--- config.mk ---
export PLATFORM = sky130hd
export DESIGN_NAME = bus_clk_div
export DESIGN_NICKNAME = d
export VERILOG_FILES = /design/src/rtl/bus_clk_div_pkg.sv /design/src/rtl/bus_clk_div_dp.sv /design/src/rtl/bus_clk_div_ctl.sv /design/src/rtl/bus_clk_div.sv
export SDC_FILE = /design/constraint.sdc
export NUM_CORES = 1
export LEC_CHECK = 0
export BUFFER_PORTS_ARGS = -buffer_cell sky130_fd_sc_hd__buf_2
export CAP_MARGIN = 30
export CORE_ASPECT_RATIO = 1.4
export CORE_MARGIN = 8
export CORE_UTILIZATION = 43
export DETAILED_ROUTE_END_ITERATION = 16
export SYNTH_ARGS = -nofsm -noshare
export SYNTH_HDL_FRONTEND = slang
export SYNTH_SLANG_ARGS = --single-unit
--- constraint.sdc ---
create_clock -name clk -period 4.3 [get_ports clk]
set_input_delay 0.215 -clock clk [delete_from_list [all_inputs] [get_ports clk]]
set_output_delay 0.215 -clock clk [all_outputs]
set_load 0.02 [all_outputs]
--- src/rtl/bus_clk_div_pkg.sv ---
package bus_clk_div_pkg;
  // strobes from control to datapath
  typedef struct packed {
    logic reload;   // start a new output period, latch new lengths
    logic advance;  // step the phase counter
  } div_ctrl_t;
endpackage

--- src/rtl/bus_clk_div_dp.sv ---
module bus_clk_div_dp
  import bus_clk_div_pkg::*;
#(
  parameter int DIV_W = 16,
  parameter int CNT_W = DIV_W + 1
) (
  input  logic               clk,
  input  logic               rst,
  input  logic [2*DIV_W-1:0] divWord,
  input  logic               intMode,
  input  logic               sepRates,
  input  logic               csSel,
  input  div_ctrl_t          ctrl,
  output logic [CNT_W-1:0]   cnt,
  output logic [CNT_W-1:0]   perLen,
  output logic [CNT_W-1:0]   hiLen
);
  localparam int NUM_FIELDS = 2;

  logic [DIV_W-1:0] fieldArr [NUM_FIELDS];
  logic [DIV_W-1:0] divSel;
  logic [CNT_W-1:0] halfLen;
  logic [CNT_W-1:0] perNext;
  logic [CNT_W-1:0] hiNext;

  // unpack the divisor fields from the word
  for (genvar g = 0; g < NUM_FIELDS; g++) begin : g_field
    assign fieldArr[g] = divWord[g*DIV_W +: DIV_W];
  end

  assign divSel  = (sepRates && csSel) ? fieldArr[1] : fieldArr[0];
  assign halfLen = CNT_W'(divSel >> 1) + CNT_W'(1);

  always_comb begin
    perNext = CNT_W'(1);
    hiNext  = CNT_W'(1);
    if (intMode) begin
      if (divSel > DIV_W'(1)) begin
        perNext = CNT_W'(divSel);
        hiNext  = (CNT_W'(divSel) + CNT_W'(1)) >> 1;
      end
    end else if (divSel != '0) begin
      perNext = halfLen << 1;
      hiNext  = halfLen;
    end
  end

  always_ff @(posedge clk) begin
    if (rst) begin
      cnt    <= '0;
      perLen <= CNT_W'(1);
      hiLen  <= CNT_W'(1);
    end else if (ctrl.reload) begin
      cnt    <= '0;
      perLen <= perNext;
      hiLen  <= hiNext;
    end else if (ctrl.advance) begin
      cnt <= cnt + CNT_W'(1);
    end
  end
endmodule

--- src/rtl/bus_clk_div_ctl.sv ---
module bus_clk_div_ctl
  import bus_clk_div_pkg::*;
#(
  parameter int CNT_W = 17
) (
  input  logic             clk,
  input  logic             rst,
  input  logic [CNT_W-1:0] cnt,
  input  logic [CNT_W-1:0] perLen,
  input  logic [CNT_W-1:0] hiLen,
  output div_ctrl_t        ctrl,
  output logic             busClk,
  output logic             busStb
);
  logic [CNT_W-1:0] cntNext;
  logic             clkNext;

  assign cntNext      = cnt + CNT_W'(1);
  assign ctrl.reload  = (cntNext >= perLen);
  assign ctrl.advance = !ctrl.reload;
  assign clkNext      = ctrl.reload || (cntNext < hiLen);

  always_ff @(posedge clk) begin
    if (rst) begin
      busClk <= 1'b0;
      busStb <= 1'b0;
    end else begin
      busClk <= clkNext;
      busStb <= ctrl.reload;
    end
  end
endmodule

--- src/rtl/bus_clk_div.sv ---
module bus_clk_div
  import bus_clk_div_pkg::*;
#(
  parameter int DIV_W = 16
) (
  input  logic               clk,
  input  logic               rst,
  input  logic [2*DIV_W-1:0] divWord,
  input  logic               intMode,
  input  logic               sepRates,
  input  logic               csSel,
  output logic               busClk,
  output logic               busStb
);
  localparam int CNT_W = DIV_W + 1;

  div_ctrl_t        ctrl;
  logic [CNT_W-1:0] cnt;
  logic [CNT_W-1:0] perLen;
  logic [CNT_W-1:0] hiLen;

  bus_clk_div_dp #(.DIV_W(DIV_W), .CNT_W(CNT_W)) u_dp (
    .clk(clk), .rst(rst), .divWord(divWord), .intMode(intMode),
    .sepRates(sepRates), .csSel(csSel), .ctrl(ctrl),
    .cnt(cnt), .perLen(perLen), .hiLen(hiLen)
  );

  bus_clk_div_ctl #(.CNT_W(CNT_W)) u_ctl (
    .clk(clk), .rst(rst), .cnt(cnt), .perLen(perLen), .hiLen(hiLen),
    .ctrl(ctrl), .busClk(busClk), .busStb(busStb)
  );
endmodule

==> results of run 1 <==
-- registers in the layout, indices dropped and copies added, names as in the netlist --
| register | count |
|---|---|
| u_dp.cnt | 17 |
| u_dp.perLen | 17 |
| u_dp.hiLen | 16 |
| u_ctl.busClk | 1 |
| u_ctl.busStb | 1 |
-- synth_stat cells (all sizes together) (3+ instances only) --
cell	n
nor3	6
a21o	6
clkbuf	11
a31oi	5
a22o	7
mux2i	16
a311oi	3
a32o	8
ha	37
xnor2	20
nand2	39
o21ai	17
xor2	7
a221oi	7
buf	7
nand4	12
and3	10
a211o	4
inv	36
o22ai	12
and2	17
nor2	23
nor4	10
a21oi	23
o21a	5
nand3	16
nand2b	9
o31ai	3
dfxtp	52
a211oi	13
-- worst max-delay path: cells and delay by family, from the launching register on --
kind,cells,cell delay [ns]
compound gates,6,1.03
simple gates,4,0.67
fa+ha+maj,2,0.54
buf+inv,2,0.51
flops,1,0.44
xor+xnor,1,0.26
-- through the flow --
stage                     cell area [um^2]  hold WS (ns)  setup slack, ns  util (%)
after floorplan                       3810         0.430             1.26         -
after global placement                4120         0.449            0.893      47.8
after detailed placement              4120         0.461            0.797      47.8
after CTS                             4260         0.288            0.765      49.5
after global routing                  4260         0.307            0.483      49.5
final                                 4260         0.299            0.730      49.5
-- layout make-up --
type	instances	area [um^2]	area share, %
multi-input cells	356	2560	60.0
well taps	105	131	3.08
flip-flops and latches	52	1040	24.4
clock inverters	2	17.5	0.411
inverters	36	135	3.17
clock buffers	6	129	3.02
repair buffers	46	250	5.87
-- where the power goes --
| part | internal (mW) | switching, mW | total (mW) |
|---|---|---|---|
| sequential | 0.608 | 0.0574 | 0.665 |
| combinational | 0.431 | 0.642 | 1.07 |
| clock | 0.220 | 0.182 | 0.402 |
| total | 1.26 | 0.881 | 2.14 |
-- worst min path at each step --
stage	startpoint	end	depth (start not counted)
after floorplan	u_dp.hiLen[0]$_SDFFE_PP1P_	u_dp.hiLen[0]$_SDFFE_PP1P_	1
after global placement	u_dp.hiLen[14]$_SDFFE_PP0P_	u_dp.hiLen[14]$_SDFFE_PP0P_	1
after detailed placement	u_dp.hiLen[0]$_SDFFE_PP1P_	u_dp.hiLen[0]$_SDFFE_PP1P_	1
after CTS	intMode	u_dp.perLen[8]$_SDFFE_PP0P_	3
after global routing	intMode	u_dp.perLen[8]$_SDFFE_PP0P_	3
final	intMode	u_dp.perLen[8]$_SDFFE_PP0P_	3
-- kinds of logic (layout without fill, tap and decap cells) --
| group | count (synthesis) | count (layout) | share of synthesized area, % |
|---|---|---|---|
| AO/OA/AOI/OAI | 126 | 126 | 23.5 |
| adder cells (fa/ha/maj) | 37 | 37 | 12.1 |
| buffers and inverters | 54 | 90 | 5.61 |
| flip-flops | 52 | 52 | 27.3 |
| AND/OR/NAND/NOR | 149 | 149 | 20.3 |
| multiplexers | 17 | 17 | 5.02 |
| XOR/XNOR | 27 | 27 | 6.20 |
-- layer usage --
layer / wire length [um] / track usage, %
met1: 4460 / 20.5
met2: 5100 / 30.2
met3: 304 / 2.23
met4: 229 / 7.63
met5: 0 / 0
==> summary.log, run 1 <==
qor: pwr.total_power 2.14 mW
qor: floorplan.core.rowCount 40
qor: worst_setup_path.setup.worst_path.end u_dp.hiLen[14]$_SDFFE_PP0P_
qor: final_layout.leading_cell_type_in_the_layout_fill_and_taps_excluded dfxtp_1
qor: clocking.clock-root-buffer clkbuf_16
qor: final_layout.layoutNonFillerInstCount 603
qor: worst_setup_path.crit_chain ha_1, and3_1, and3_1, nand3_1, xnor2_1, ha_1, a21o_1, a21o_1, a21oi_1, o21a_1, o21a_1, buf_4, nor2_1, buf_4, a32o_1
qor: synth.synth_flop_cell dfxtp_1
qor: pwr.p_leak 1.83 nW
qor: worst_setup_path.critPathCaptureType flop
qor: final_layout.layout.cells.most_common_list dfxtp_1 (52), nand2_1 (39), buf_2 (38)
qor: clocking.h_tree_levels 2
qor: clocking.clock_insertion_delay_worst_skew 0.30 ns
qor: timing.fin_tns_setup 0 ns
qor: grt.wire_length_of_the_first_global_routing_pass 17.0 mm
qor: final_layout.share_of_final_layout_standard_cells_stronger_than_drive_strength_1 13.1%
qor: clocking.cts_resized 0
qor: floorplan.core-area 8610 um^2
qor: grt.grt_start_max_net_pins 31
qor: final_layout.n_antenna_cell 0
qor: worst_setup_path.timing.reg2reg.setup_slack 0.73 ns
qor: timing.timing_hold_violations_final 0
qor: routing.routed_via_density 5.73
qor: clocking.post_cts.repair.setup_buffers 0
qor: routing.route.detailed.wl_per_inst 16.7 um
qor: synth.netlist.area_leader.share 27.3%
qor: floorplan.io_pins 39
qor: synth.synth_top_area_cell dfxtp_1
qor: routing.first_iter_violations 125
qor: timing.worstMarginPinSlew 0.664 ns
qor: placement.gpl.final_weighted_congestion 0.840
qor: placement.dp_hpwl 8.12 mm
qor: routing.post-route-drc-count 0
qor: clocking.clock_sinks 52
qor: floorplan.die-height 127 um
qor: worst_setup_path.critical_path.slowest_cell dfxtp_1
qor: routing.num_vias 3456
qor: worst_setup_path.setup.worst_path.class flop to flop
qor: clocking.cts-root-to-sink-buffers 2
qor: timing.finalSetupViolations 0
qor: synth.synth-edff-count 0
qor: timing.timing.final.max_slew_violations 0
qor: worst_setup_path.worst-endpoint-arrival 3.76 ns
qor: floorplan.full_die_area 12200 um^2
qor: worst_setup_path.worst-r2r-cell-count 15
qor: worst_setup_path.worst_r2r_endpoint u_dp.hiLen[14]$_SDFFE_PP0P_
qor: run.drv_cap 0
qor: synth.unique_masters_post_synth 55
qor: worst_setup_path.crit_path_start u_dp.cnt[0]$_SDFF_PP0_
qor: synth.gate_count_after_technology_mapping 462
qor: final_layout.nFillCells 873
qor: worst_setup_path.cp_max_fo 30
qor: clocking.post_cts_hold_buffer_count 0
qor: routing.detail_route.wirelength 10.1 mm
qor: placement.dp_cells 595
qor: grt.grt_pass1_vias 3480
qor: worst_setup_path.critical_path.startpoint_type flop
qor: pwr.power-per-cell-area 502 nW/um^2
qor: timing.max-slew-margin-rel 54.5%
qor: floorplan.die_width 95.6 um
qor: status.outcome completed
qor: clocking.cts_tree done
qor: synth.mappedNetlistNets 536
qor: clocking.clk_pin_slew_worst_paths 0.07 ns
qor: worst_setup_path.rr_startpoint u_dp.cnt[0]$_SDFF_PP0_
qor: synth.syn_area 3810 um^2
qor: floorplan.initial_utilization 44.3%
qor: final_layout.finalNetCount 571
qor: grt.number_of_antenna_violations_at_the_first_check_in_global_routing 0
qor: synth.synth.yosys.warnings 0
qor: synth.yosysSeqAreaShare 27.3%
qor: grt.grt_overflow 0
qor: timing.setup_repair_after_global_routing_missed_its_margin false
qor: timing.layout_min_cycle_time 3.57 ns
qor: timing.fin_worst_skew 0.00728 ns
qor: final_layout.synthToLayoutAreaGrowth 11.8%
qor: timing.final_min_period_over_clock_period 83.0%
qor: synth.total_of_flip_flops_plus_latches_after_synthesis 52
qor: clocking.cts_made_buffers 5
qor: worst_hold_path.min-delay-path-class primary input to flop
qor: worst_setup_path.max_stage_delay 0.44 ns
qor: worst_setup_path.crit_required 4.49 ns
qor: synth.yosys-top-cells-area dfxtp_1 (27%), ha_1 (12%), xnor2_1 (4.6%)
qor: routing.route.antenna.remaining_nets 0
qor: timing.timing.fmax 280 MHz
qor: synth.synth_area_per_cell 8.26 um^2
qor: synth.async_flop_share 0%
qor: routing.detailedRoute.firstPassIterationCount 4
qor: placement.port_buffers 38
qor: pwr.peakVddDrop 312 uV
qor: grt.grt_util_all_layers 17.4%
Power figures use the tool's default switching activity.
==> run 2, diff against run 1 <==
- ABC_AREA: default -> 1
- clock period: 4.3 -> 3.1 ns (I/O delays scaled with it)
==> summary.log, run 2 <==
qor: timing.max-slew-margin-rel 59.5% [+5.0 points]
qor: worst_setup_path.rr_startpoint u_dp.cnt[0]$_SDFF_PP0_
qor: synth.synth-compound-area-share 5.12% [-18 points]
qor: floorplan.core-area 9850 um^2 [+14%]
qor: synth.mappedNetlistNets 794 [+48%]
qor: final_layout.n_antenna_cell 0 [unchanged]
qor: synth.yosysMostFrequentCell nand2_1
qor: synth.yosys-top-cells-area dfxtp_1 (24%), nand2_1 (23%), ha_1 (11%)
qor: worst_setup_path.max_stage_delay 0.37 ns [-0.07 ns]
qor: synth.yosys-top-cells-count nand2_1 (268), inv_1 (104), nand3_1 (65)
qor: clocking.h_tree_levels 2 [unchanged]
qor: worst_setup_path.cp_num_buf_inv 3 [+1]
qor: final_layout.finalNetCount 832 [+46%]
qor: synth.synth_top_family_by_area simple AND/OR/NAND/NOR gates
qor: timing.final_min_period_over_clock_period 92.1% [+9.1 points]
qor: worst_setup_path.critical_path.slowest_cell dfxtp_4
qor: grt.grt_overflow 0 [unchanged]
qor: synth.synth.yosys.warnings 0 [unchanged]
qor: grt.grt_util_all_layers 16.8% [-0.61 points]
qor: timing.timing.fmax 350 MHz [+25%]
qor: worst_setup_path.worst-endpoint-arrival 3.09 ns [-0.67 ns]
qor: synth.synth_area_per_cell 6.01 um^2 [-27%]
qor: synth.synth-edff-count 0 [unchanged]
qor: worst_hold_path.holdCritStartpoint rst
qor: routing.post-route-drc-count 0 [unchanged]
qor: worst_setup_path.setup.worst_path.class flop to flop
qor: final_layout.share_of_final_layout_standard_cells_stronger_than_drive_strength_1 13.8% [+0.78 points]
qor: synth.total_of_flip_flops_plus_latches_after_synthesis 52 [unchanged]
qor: pwr.peakVddDrop 264 uV [-15%]
qor: synth.synthXorXnorAreaFrac 3.85% [-2.4 points]
qor: worst_hold_path.whs_endpoint u_dp.perLen[0]$_SDFFE_PP1P_
qor: routing.routed_via_density 4.84 [-15%]
qor: floorplan.full_die_area 13600 um^2 [+11%]
qor: synth.unique_masters_post_synth 36 [-35%]
qor: grt.number_of_antenna_violations_at_the_first_check_in_global_routing 0 [unchanged]
qor: clocking.cts_made_buffers 5 [unchanged]
qor: worst_setup_path.critical_path.startpoint_type flop
qor: synth.async_flop_share 0% [unchanged]
qor: synth.muxShareOfSynthArea 0% [-5.0 points]
qor: worst_setup_path.worst_r2r_endpoint u_dp.perLen[9]$_SDFFE_PP0P_
qor: final_layout.register_area 1040 um^2 [+0.36%]
qor: timing.worstMarginPinSlew 0.608 ns [-0.0561 ns]
qor: routing.first_iter_violations 214 [+71%]
qor: timing.timing_hold_violations_final 0 [unchanged]
qor: synth.synth_flop_cell dfxtp_1
qor: grt.grt_pass1_vias 4229 [+22%]
qor: worst_setup_path.critPathCaptureType flop
qor: clocking.post_cts_hold_buffer_count 0 [unchanged]
qor: run.drv_cap 0 [unchanged]
qor: synth.post_synth_and_or_nand_nor_area_fraction 44.7% [+24 points]
qor: final_layout.synthToLayoutAreaGrowth 12.6%
qor: clocking.clock-root-buffer clkbuf_16
qor: synth.synth_top_area_cell dfxtp_1
qor: clocking.clk_pin_slew_worst_paths 0.07 ns [about the same]
qor: routing.num_vias 4330 [+25%]
qor: synth.gate_count_after_technology_mapping 720 [+56%]
qor: worst_setup_path.cp_max_fo 31 [+3.3%]
qor: worst_hold_path.min_delay_path_depth 3 [unchanged]
qor: final_layout.multi_input_area 2810 um^2 [+9.7%]
qor: worst_hold_path.min-delay-path-class primary input to flop
qor: placement.gpl.final_weighted_congestion 0.925 [+10%]
qor: floorplan.io_pins 39 [unchanged]
qor: clocking.clock_sinks 52 [unchanged]
qor: routing.detailedRoute.firstPassIterationCount 4 [unchanged]
qor: synth.netlist.area_leader.share 24.1% [-3.2 points]
qor: clocking.clock_insertion_delay_worst_skew 0.29 ns [about the same]
qor: synth.post_synth_fa_ha_maj_area_fraction 10.7% [-1.4 points]
qor: status.outcome completed
qor: worst_setup_path.worst-r2r-cell-count 20 [+5]
qor: synth.yosysSeqAreaShare 24.1% [-3.2 points]
qor: timing.fin_worst_skew 0.00839 ns [+0.00112 ns]
qor: clocking.cts_tree done
qor: floorplan.initial_utilization 43.9% [-0.38 points]
qor: pwr.power-per-cell-area 528 nW/um^2 [+5.1%]
qor: routing.route.antenna.remaining_nets 0 [unchanged]
qor: floorplan.core.rowCount 43 [+7.5%]
qor: timing.timing.final.max_slew_violations 0 [unchanged]
qor: grt.wire_length_of_the_first_global_routing_pass 18.7 mm [+9.8%]
qor: clocking.cts-root-to-sink-buffers 2 [unchanged]
qor: pwr.total_power 2.57 mW [+20%]
qor: final_layout.layout.cells.most_common_list nand2_1 (266), inv_1 (104), nand3_1 (65)
qor: grt.grt_start_max_net_pins 33 [+6.5%]
qor: worst_setup_path.crit_required 3.34 ns [-1.15 ns]
qor: floorplan.die-height 135 um [+5.7%]
qor: routing.route.detailed.wl_per_inst 12.1 um [-28%]
qor: final_layout.nFillCells 1044 [+20%]
qor: timing.fin_tns_setup 0 ns [unchanged]
qor: routing.detail_route.wirelength 10.8 mm [+7.3%]
qor: placement.dp_hpwl 8.87 mm [+9.2%]
qor: timing.layout_min_cycle_time 2.85 ns [-0.715 ns]
qor: worst_setup_path.timing.reg2reg.setup_slack 0.25 ns [-0.48 ns]
qor: worst_setup_path.critPathTopFamily simple AND/OR/NAND/NOR gates
qor: synth.syn_area 4330 um^2 [+13%]
qor: pwr.p_leak 2.60 nW [+42%]
qor: final_layout.layout_top_registers u_dp.cnt: 17 flops, u_dp.perLen: 17 flops, u_dp.hiLen: 16 flops
qor: floorplan.die_width 101 um [+5.4%]
qor: worst_setup_path.crit_chain ha_2, nand3_1, nor2_2, inv_1, nor2_2, nand4_1, nor2_1, xor2_1, ha_1, nand4_1, nor2_1, nand3_1, nand2_1, nor2_2, nand2_2, nand2_2, inv_1, buf_12, nand2_1, nand2_1
qor: final_layout.leading_cell_type_in_the_layout_fill_and_taps_excluded nand2_1
qor: timing.finalSetupViolations 0 [unchanged]
qor: placement.port_buffers 38 [unchanged]
run 2: changes by cell type in the layout (fill, tap and decap cells not counted), moves of 13 or more:
cell / change
nand2_1: +227
inv_1: +68
nand3_1: +49
nor2_1: +33
xnor2_1: -19
nand2_2: +18
and2_1: -15
nor2_2: +14
mux2i_1: -13
run 2: layout make-up:
class / count / area share [%]
clock buffers: 6 / 2.65
inverters: 105 / 8.09
multi-input cells: 544 / 57.7
flip-flops and latches: 52 / 21.4
well taps: 135 / 3.47
clock inverters: 2 / 0.360
repair buffers: 50 / 6.34
run 2: worst max-delay path by stage:
stage | startpoint | to | slack (ns) | cells past startpoint
5_1_grt | u_dp.cnt[0]$_SDFF_PP0_ | u_dp.perLen[5]$_SDFFE_PP0P_ | -0.06 | 20
3_3_place_gp | u_dp.cnt[0]$_SDFF_PP0_ | u_dp.cnt[11]$_SDFF_PP0_ | 0.22 | 19
4_1_cts | u_dp.cnt[0]$_SDFF_PP0_ | u_dp.cnt[13]$_SDFF_PP0_ | 0.07 | 19
3_5_place_dp | u_dp.cnt[0]$_SDFF_PP0_ | u_dp.perLen[9]$_SDFFE_PP0P_ | 0.09 | 20
2_1_floorplan | u_dp.cnt[0]$_SDFF_PP0_ | u_dp.hiLen[10]$_SDFFE_PP0P_ | 0.29 | 19
6_report | u_dp.cnt[0]$_SDFF_PP0_ | u_dp.perLen[9]$_SDFFE_PP0P_ | 0.25 | 20
run 2: worst min-delay path, stage by stage:
cell and delay [ns]:
buf_2 0.14, inv_1 0.10, nand3_1 0.09
run 2: power breakdown:
group / switching (mW) / internal (mW)
logic: 0.763 / 0.430
clock network: 0.243 / 0.305
registers: 0.0497 / 0.779
run 2: kinds of logic after synthesis:
family                   Yosys count
AND/OR/NAND/NOR                  448
AO/OA/AOI/OAI                     40
buffers and inverters            124
flip-flops                        52
XOR/XNOR                          19
adder cells (fa/ha/maj)           37
run 2: timing repair:
action                                  CTS  global route
endpoints found under the setup margin    0            51
buffers inserted                          0             4
resized for setup                         0            12
run 2: through the flow:
stage	hold slack [ns]	utilization, %	cell area (um^2)	worst slack (ns)	cells
after floorplan	0.287	-	4330	0.288	720
after global placement	0.440	47.4	4660	0.220	882
after detailed placement	0.442	47.4	4660	0.0938	882
after CTS	0.198	48.8	4810	0.0681	890
after global routing	0.263	49.5	4870	-0.0572	894
final	0.231	49.5	4870	0.246	894
run 2: per-layer routing:
metal / vias to the layer above / GRT usage, % / routed length, um
met4: 0 / 9.03 / 405
li1: 2302 / - / -
met3: 30 / 2.27 / 283
met5: - / 0 / 0
met2: 100 / 29.5 / 5340
met1: 1898 / 19.1 / 4810
==> run 3, diff against run 2 <==
- REMOVE_ABC_BUFFERS: default -> 1
==> summary.log, run 3 (same netlist as run 2, synthesis figures left out) <==
qor: routing.first_iter_violations 181 [-15%]
qor: worst_hold_path.whs_endpoint u_dp.perLen[16]$_SDFFE_PP0P_
qor: final_layout.synthToLayoutAreaGrowth 13.8%
qor: floorplan.full_die_area 13600 um^2 [unchanged]
qor: timing.timing_hold_violations_final 0 [unchanged]
qor: floorplan.die_width 101 um [unchanged]
qor: clocking.clock-root-buffer clkbuf_16
qor: timing.max-slew-margin-rel 58.6% [-0.80 points]
qor: worst_setup_path.crit_required 3.33 ns [about the same]
qor: timing.fin_worst_skew 0.00358 ns [-0.00481 ns]
qor: timing.hold-worst-slack 0.219 ns [-0.0117 ns]
qor: worst_setup_path.critPathCaptureType flop
qor: pwr.peakVddDrop 292 uV [+10%]
qor: worst_hold_path.min_delay_path_depth 4 [+1]
qor: grt.grt_pass1_vias 4312 [+2.0%]
qor: final_layout.share_of_final_layout_standard_cells_stronger_than_drive_strength_1 14.5% [+0.64 points]
qor: run.drv_cap 0 [unchanged]
qor: final_layout.final_cell_area 4920 um^2 [+1.0%]
qor: routing.num_vias 4313 [-0.39%]
qor: final_layout.layout_top_registers u_dp.cnt: 17 flops, u_dp.perLen: 17 flops, u_dp.hiLen: 16 flops
qor: worst_setup_path.critical_path.slowest_cell dfxtp_4
qor: worst_setup_path.worst_r2r_endpoint u_dp.cnt[11]$_SDFF_PP0_
qor: worst_setup_path.worst-r2r-cell-count 22 [+10%]
qor: placement.gpl.final_weighted_congestion 0.957 [+3.5%]
qor: worst_setup_path.crit_chain ha_2, nand3_2, nor2_4, inv_1, nor2_2, buf_4, a31o_2, nand2_1, inv_1, ha_1, nand2_1, inv_1, o21ai_1, nand2_1, nand2_1, nand2_1, nor2_2, nand2_2, nor2_4, inv_1, buf_6, nor2_1
qor: grt.grt_overflow 0 [unchanged]
qor: clocking.clock_sinks 52 [unchanged]
qor: timing.layout_min_cycle_time 2.87 ns [+0.0158 ns]
qor: final_layout.nFillCells 1083 [+3.7%]
qor: status.outcome completed
qor: clocking.cts_made_buffers 5 [unchanged]
qor: worst_setup_path.cp_num_buf_inv 6 [+3]
qor: pwr.total_power 2.67 mW [+3.8%]
qor: timing.final_min_period_over_clock_period 92.6% [+0.51 points]
qor: placement.port_buffers 38 [unchanged]
qor: routing.routed_via_density 4.82 [-0.50%]
qor: worst_setup_path.setup.worst_path.class flop to flop
qor: final_layout.layout.cells.most_common_list nand2_1 (266), inv_1 (104), nand3_1 (64)
qor: grt.grt_start_max_net_pins 32 [-3.0%]
qor: clocking.cts_tree done
qor: worst_setup_path.worst-endpoint-arrival 3.10 ns [about the same]
qor: clocking.clk_pin_slew_worst_paths 0.07 ns [about the same]
qor: worst_hold_path.holdCritStartpoint rst
qor: worst_setup_path.critPathTopFamily simple AND/OR/NAND/NOR gates
qor: worst_setup_path.cp_max_fo 16 [-48%]
qor: clocking.h_tree_levels 2 [unchanged]
qor: pwr.p_leak 2.62 nW [+0.65%]
qor: worst_setup_path.timing.critical_path.mode_cell nand2_1
qor: worst_hold_path.min-delay-path-class primary input to flop
qor: grt.grt_util_all_layers 16.7% [-0.077 points]
qor: timing.fin_tns_setup 0 ns [unchanged]
qor: routing.detailedRoute.firstPassIterationCount 4 [unchanged]
qor: floorplan.core-area 9850 um^2 [unchanged]
qor: final_layout.n_antenna_cell 0 [unchanged]
qor: routing.route.detailed.wl_per_inst 12.2 um [+0.82%]
qor: floorplan.initial_utilization 43.9% [unchanged]
qor: pwr.power-per-cell-area 542 nW/um^2 [+2.8%]
qor: clocking.clock_insertion_delay_worst_skew 0.29 ns [about the same]
qor: grt.number_of_antenna_violations_at_the_first_check_in_global_routing 0 [unchanged]
qor: timing.timing.fmax 348 MHz [-0.55%]
qor: floorplan.core.rowCount 43 [unchanged]
qor: worst_setup_path.timing.reg2reg.setup_slack 0.23 ns [-0.02 ns]
qor: timing.setup_repair_after_global_routing_missed_its_margin true
qor: routing.detail_route.wirelength 10.9 mm [+0.93%]
qor: worst_setup_path.critical_path.startpoint_type flop
qor: grt.wire_length_of_the_first_global_routing_pass 18.8 mm [+0.70%]
qor: placement.post_detailed_placement_cell_area 4670 um^2 [+0.21%]
qor: final_layout.leading_cell_type_in_the_layout_fill_and_taps_excluded nand2_1
qor: final_layout.finalNetCount 833 [+0.12%]
qor: timing.finalSetupViolations 0 [unchanged]
qor: timing.worstMarginPinSlew 0.620 ns [+0.0120 ns]
qor: floorplan.io_pins 39 [unchanged]
qor: worst_setup_path.max_stage_delay 0.37 ns [about the same]
qor: placement.dp_hpwl 8.99 mm [+1.4%]
qor: routing.post-route-drc-count 0 [unchanged]
qor: timing.timing.final.max_slew_violations 0 [unchanged]
qor: worst_setup_path.rr_startpoint u_dp.cnt[0]$_SDFF_PP0_
qor: routing.route.antenna.remaining_nets 0 [unchanged]
qor: floorplan.die-height 135 um [unchanged]
qor: clocking.cts-root-to-sink-buffers 2 [unchanged]
==> run 3: cell types whose count changed in the layout (fill, tap and decap cells not counted), sizes merged <==
cell / change
bufinv: +1
inv: -2
clkinv: +1
buf: +1
==> run 3: layout make-up <==
class,instances,area (um^2),share of cell area [%]
clock buffers,6,139,2.82
multi-input cells,544,2820,57.4
well taps,135,169,3.43
flip-flops and latches,52,1040,21.2
repair buffers,51,312,6.33
clock inverters,2,38.8,0.788
inverters,105,394,8.01
==> run 3: layer usage <==
layer,vias to the layer above,track usage (%),wire length (um)
met5,-,0,0
met1,1891,19.0,4820
met2,85,29.8,5420
met4,0,9.11,431
li1,2309,-,-
met3,28,1.65,261
==> run 3: timing repair <==
action	4_1_cts	5_1_grt
buffers inserted	0	2
gates resized for setup	0	17
hold buffers	0	0
endpoints found under the setup margin	0	51
==> run 3: per-stage QoR <==
stage,std cells,worst slack [ns],utilization [%]
global placement,885,0.183,47.5
detailed placement,885,0.111,47.5
floorplan,701,-0.315,-
finish,895,0.230,50.0
global route,895,-0.0508,50.0
CTS,893,0.0517,49.3
==> run 3: worst reg2reg max path, delay by kind of cell, from the launching register on <==
family                     cells  cell delay [ns]
and+or+nand+nor               12             1.23
adders and majority gates      2             0.44
AOI/OAI and AO/OA              2             0.20
buffers and inverters          6             0.57
DFF                            1             0.37
==> run 3: worst max path at each step <==
stage	cells after the start	slack, ns	end	startpoint
final	22	0.23	u_dp.cnt[11]$_SDFF_PP0_	u_dp.cnt[0]$_SDFF_PP0_
after global routing	19	-0.05	u_dp.cnt[13]$_SDFF_PP0_	u_dp.cnt[0]$_SDFF_PP0_
after CTS	22	0.05	u_dp.perLen[3]$_SDFFE_PP0P_	u_dp.cnt[0]$_SDFF_PP0_
after detailed placement	22	0.11	u_dp.perLen[3]$_SDFFE_PP0P_	u_dp.cnt[0]$_SDFF_PP0_
after global placement	22	0.18	u_dp.hiLen[2]$_SDFFE_PP0P_	u_dp.cnt[0]$_SDFF_PP0_
after floorplan	18	-0.31	u_dp.cnt[11]$_SDFF_PP0_	u_dp.cnt[0]$_SDFF_PP0_
==> run 3: power breakdown <==
group	internal, mW	total, mW	switching [mW]	leakage (nW)
clock	0.404	0.646	0.242	0.0871
combinational	0.432	1.19	0.760	2.11
sequential	0.779	0.831	0.0526	0.424
total	1.61	2.67	1.05	2.62
